[config.mk]
export PLATFORM = sky130hd
export DESIGN_NAME = mmio_port_decoder
export DESIGN_NICKNAME = d
export VERILOG_FILES = /design/src/rtl/mmio_dec_pkg.sv /design/src/rtl/mmio_hit_match.sv /design/src/rtl/mmio_sel_decode.sv /design/src/rtl/mmio_rom_override.sv /design/src/rtl/mmio_port_decoder.sv
export SDC_FILE = /design/constraint.sdc
export NUM_CORES = 1
export LEC_CHECK = 0
export ABC_AREA = 1
export CELL_PAD_IN_SITES_DETAIL_PLACEMENT = 1
export CELL_PAD_IN_SITES_GLOBAL_PLACEMENT = 1
export CORE_AREA = 3 3 40 42
export DETAILED_ROUTE_END_ITERATION = 6
export DIE_AREA = 0 0 43 45
export DONT_BUFFER_PORTS = 1
export GPL_TIMING_DRIVEN = 0
export PLACE_DENSITY = 0.63
export SYNTH_ARGS = -nofsm -noshare
export SYNTH_HDL_FRONTEND = slang
export SYNTH_SLANG_ARGS = --single-unit
[constraint.sdc]
create_clock -name clk -period 0.8 [get_ports clk]
set_input_delay 0.16 -clock clk [delete_from_list [all_inputs] [get_ports clk]]
set_output_delay 0.16 -clock clk [all_outputs]
set_load 0.01 [all_outputs]
[src/rtl/mmio_dec_pkg.sv]
package mmio_dec_pkg;
  // ROM select override: en=0 means released, val is level when driven
  typedef struct packed {
    logic en;
    logic val;
  } rom_ovr_t;

  localparam rom_ovr_t ROM_OVR_IDLE = '{en: 1'b0, val: 1'b1};
endpackage

[src/rtl/mmio_hit_match.sv]
module mmio_hit_match #(
  parameter int TAG_W = 3,
  parameter logic [TAG_W-1:0] TAG = 3'b001
) (
  input  logic [TAG_W-1:0] tag_bits,
  input  logic             mreq_n,
  output logic             hit
);
  always_comb hit = !mreq_n && (tag_bits == TAG);
endmodule

[src/rtl/mmio_sel_decode.sv]
module mmio_sel_decode #(
  parameter int SEL_W  = 3,
  parameter bit SINGLE = 1'b0,
  localparam int NPORT = 1 << SEL_W
) (
  input  logic             hit,
  input  logic [SEL_W-1:0] sel,
  output logic [NPORT-1:0] ce_n
);
  generate
    if (SINGLE) begin : g_one
      logic unused_sel;
      assign unused_sel = ^sel;
      always_comb begin
        ce_n    = '1;
        ce_n[0] = !hit;
      end
    end else begin : g_many
      for (genvar i = 0; i < NPORT; i++) begin : g_ce
        assign ce_n[i] = !(hit && (sel == SEL_W'(i)));
      end
    end
  endgenerate
endmodule

[src/rtl/mmio_rom_override.sv]
module mmio_rom_override
  import mmio_dec_pkg::*;
#(
  parameter int NPORT = 8
) (
  input  logic [NPORT-1:0] ce_n,
  output rom_ovr_t         ovr
);
  always_comb begin
    ovr = ROM_OVR_IDLE;
    if (!(&ce_n)) ovr = '{en: 1'b1, val: 1'b1};
  end
endmodule

[src/rtl/mmio_port_decoder.sv]
module mmio_port_decoder
  import mmio_dec_pkg::*;
#(
  parameter int ADDR_W = 16,
  parameter int SEL_W  = 3,
  parameter int TAG_W  = 3,
  parameter logic [TAG_W-1:0] TAG = 3'b001,
  parameter bit SINGLE = 1'b0
) (
  input  logic                    clk,
  input  logic                    rst,
  input  logic [ADDR_W-1:0]       cpu_addr,
  input  logic                    cpu_mreq_n,
  input  logic                    cpu_rd_n,
  input  logic                    cpu_wr_n,
  output logic [(1<<SEL_W)-1:0]   port_ce_n,
  output logic                    port_rd_n,
  output logic                    port_wr_n,
  output logic                    romcs_drive_en,
  output logic                    romcs_drive_val
);
  localparam int NPORT = 1 << SEL_W;
  localparam int MID_W = ADDR_W - TAG_W - SEL_W;

  logic             hit;
  logic [NPORT-1:0] ce_n_d;
  rom_ovr_t         ovr_d;
  logic             unused_mid;

  assign unused_mid = ^cpu_addr[SEL_W +: MID_W];

  mmio_hit_match #(.TAG_W(TAG_W), .TAG(TAG)) u_match (
    .tag_bits (cpu_addr[ADDR_W-1 -: TAG_W]),
    .mreq_n   (cpu_mreq_n),
    .hit      (hit)
  );

  mmio_sel_decode #(.SEL_W(SEL_W), .SINGLE(SINGLE)) u_sel (
    .hit  (hit),
    .sel  (cpu_addr[SEL_W-1:0]),
    .ce_n (ce_n_d)
  );

  mmio_rom_override #(.NPORT(NPORT)) u_ovr (
    .ce_n (ce_n_d),
    .ovr  (ovr_d)
  );

  always_ff @(posedge clk) begin
    if (rst) begin
      port_ce_n       <= '1;
      port_rd_n       <= 1'b1;
      port_wr_n       <= 1'b1;
      romcs_drive_en  <= ROM_OVR_IDLE.en;
      romcs_drive_val <= ROM_OVR_IDLE.val;
    end else begin
      port_ce_n       <= ce_n_d;
      port_rd_n       <= cpu_rd_n;
      port_wr_n       <= cpu_wr_n;
      romcs_drive_en  <= ovr_d.en;
      romcs_drive_val <= ovr_d.val;
    end
  end
endmodule

==> results.yml <==
pwr:
  power.density_nw_per_um2: 2190
  peakVddDrop_mv: 0.452
  leakagePower_uw: 0.000186
setup_path:
  endpoint_kind: "primary output"
  crit_cells: 0
  cp-start-kind: "flop"
  worstSetupStartpoint: "port_ce_n[7]$_SDFF_PP1_"
  worstPathArrival_ns: 0.63
  crit_type: "reg2out"
  critical_path_required_ns: 0.64
  cp_max_fo: 1
  crit_path_end: "port_ce_n[7]"
sta:
  min_period_ns: 0.788
  final_max_slew_viol_count: 0
  setup_viol: 0
  final_hold_viol_count: 2
  fin_setup_tns_ns: 0
  holdWs_ns: -0.00330
  fmax_ghz: 1.27
  fin_crit_sh: 0.985
layout:
  stdcell_count: 63
  area_growth_pct: 25.6
  nFillCells: 152
  fin_area_um2: 448
  post-route-util: 0.349
  drive_gt1_frac: 0.313
  nets: 70
  diodes: 0
place:
  dp.cells: 56
  dpl_cell_area_um2: 375
  post-dp-hpwl_um: 514
  port_buffers: 0
  gp_congestion: 0.691
global_routing:
  antenna_found_initial: 0
  grt_pass1_vias: 242
  grt_first_pass_wirelength_um: 1020
  grt_overflow: 0
  grt_start_max_net_pins: 10
  grt_usage: 0.0785
route:
  drc: 0
  drt-total-wl_um: 756
  viasPerCell: 4.35
  drtPass1Iterations: 2
  routedWlPerCell_um: 12.0
  dr_total_vias: 274
  drt_iter0_markers: 1
  final_antenna_net_count: 0
yosys:
  synth_largest_area_cell: "dfxtp_1"
  ys_warn_count: 0
  avgSynthCellArea_um2: 8.70
  syn_nets: 62
  ys_seq_elements: 11
  netlist_area_um2: 357
  syn_inst: 41
  synth.distinct_cells: 9
  synth_area_leaders: "dfxtp_1, nand2_1, nor3_1"
  synth_top_area_frac: 0.618
  ys_seq_area_frac: 0.618
cts:
  cts_tree: "done"
  cts_buffer_depth: 2
  clk_pin_slew_ns: 0.07
  cts_root_buf: "clkbuf_4"
  h-tree-depth: 1
  cts_buffers: 3
  postCtsHoldBufs: 3
  cts.sinks: 11
run_status:
  failed_checks: "hold timing"
  status: "finished, violations left"
floorplan:
  initial_core_util: 0.278
  die_w_um: 43
  ios: 33
  dieArea_um2: 1940
  placeableCoreArea_um2: 1280
  num_rows: 13
  die_y_um: 45
job:
  max_cap_violations: 0
worst_hold_path:
  hold_path.class: "in2reg"
## per-stage QoR
| stage | total power [uW] | hold WS, ns | setup WS [ns] |
|---|---|---|---|
| 2_1_floorplan | 608 | 0.258 | 0.158 |
| 3_3_place_gp | 612 | 0.265 | 0.0747 |
| 3_5_place_dp | 612 | 0.266 | 0.0509 |
| 5_1_grt | 1010 | -0.00726 | -0.00195 |
| 6_report | 982 | -0.00330 | 0.0120 |
| 4_1_cts | 988 | -0.00822 | 0.0000173 |
## layer usage
| metal | share of wire | GRT usage |
|---|---|---|
| met1 | 0.34 | 0.0607 |
| met2 | 0.60 | 0.153 |
| met3 | 0.034 | 0.0120 |
| met4 | 0.021 | 0.0904 |
| met5 | 0 | 0 |
## state kept, by name, summed over array words and instances (netlist names)
| name | count |
|---|---|
| port_ce_n | 8 |
| port_rd_n | 1 |
| port_wr_n | 1 |
| romcs_drive_en | 1 |
## synth_stat cells
cell / instances
buf_4: 1
conb_1: 1
dfxtp_1: 11
inv_1: 5
nand2_1: 11
nor2_1: 3
nor2_4: 1
nor3_1: 6
or2_2: 2
## worst min path at each step
stage | from | slack (ns) | endpoint | cells after the start
floorplan | cpu_addr[2] | 0.26 | port_ce_n[0]$_SDFF_PP1_ | 2
global route | cpu_wr_n | -0.007 | port_wr_n$_SDFF_PP1_ | 1
CTS | cpu_wr_n | -0.008 | port_wr_n$_SDFF_PP1_ | 1
finish | cpu_addr[0] | -0.003 | port_ce_n[2]$_SDFF_PP1_ | 2
detailed placement | cpu_addr[2] | 0.27 | port_ce_n[3]$_SDFF_PP1_ | 2
global placement | cpu_addr[2] | 0.27 | port_ce_n[0]$_SDFF_PP1_ | 2
## report_power, final
group	leakage [uW]	switching, uW	internal (uW)	total, uW
clock network	0.0000150	178	193	370
registers	0.0000863	6.33	555	562
logic	0.0000849	23.9	26.4	50.4
## logic make-up (layout without fill, tap and decap cells)
kind of cell  after synthesis  after routing  synth area share
buf+inv                     6             13            0.0737
flops                      11             11             0.618
other cells                 1              1            0.0105
simple gates               23             23             0.298
## layout make-up
| cell class | instances | area [um2] | share of cell area |
|---|---|---|---|
| Clock buffer | 4 | 26.3 | 0.0587 |
| Inverter | 5 | 18.8 | 0.0419 |
| Buffer | 1 | 7.51 | 0.0168 |
| Sequential cell | 11 | 229 | 0.511 |
| Multi-Input combinational cell | 24 | 115 | 0.257 |
| Timing Repair Buffer | 3 | 32.5 | 0.0726 |
| Tap cell | 15 | 18.8 | 0.0419 |
## layout by cell type (no fill, tap or decap), types with 2 or more instances in the layout
cell | netlist | final
dfxtp_1 | 11 | 4
dlygate4sd3_1 | 0 | 2
inv_1 | 5 | 5
dfxtp_2 | 0 | 7
or2_2 | 2 | 2
nor3_1 | 6 | 5
nand2_1 | 11 | 11
clkbuf_4 | 0 | 3
nor2_1 | 3 | 3
## repair_timing
action,in CTS,in global routing
setup endpoints to repair,1,7
pin swaps,0,1
buffers inserted,0,0
endpoints found under the hold margin,6,2
gates resized for setup,1,8
Note: power is estimated with default switching activity, not from simulation.
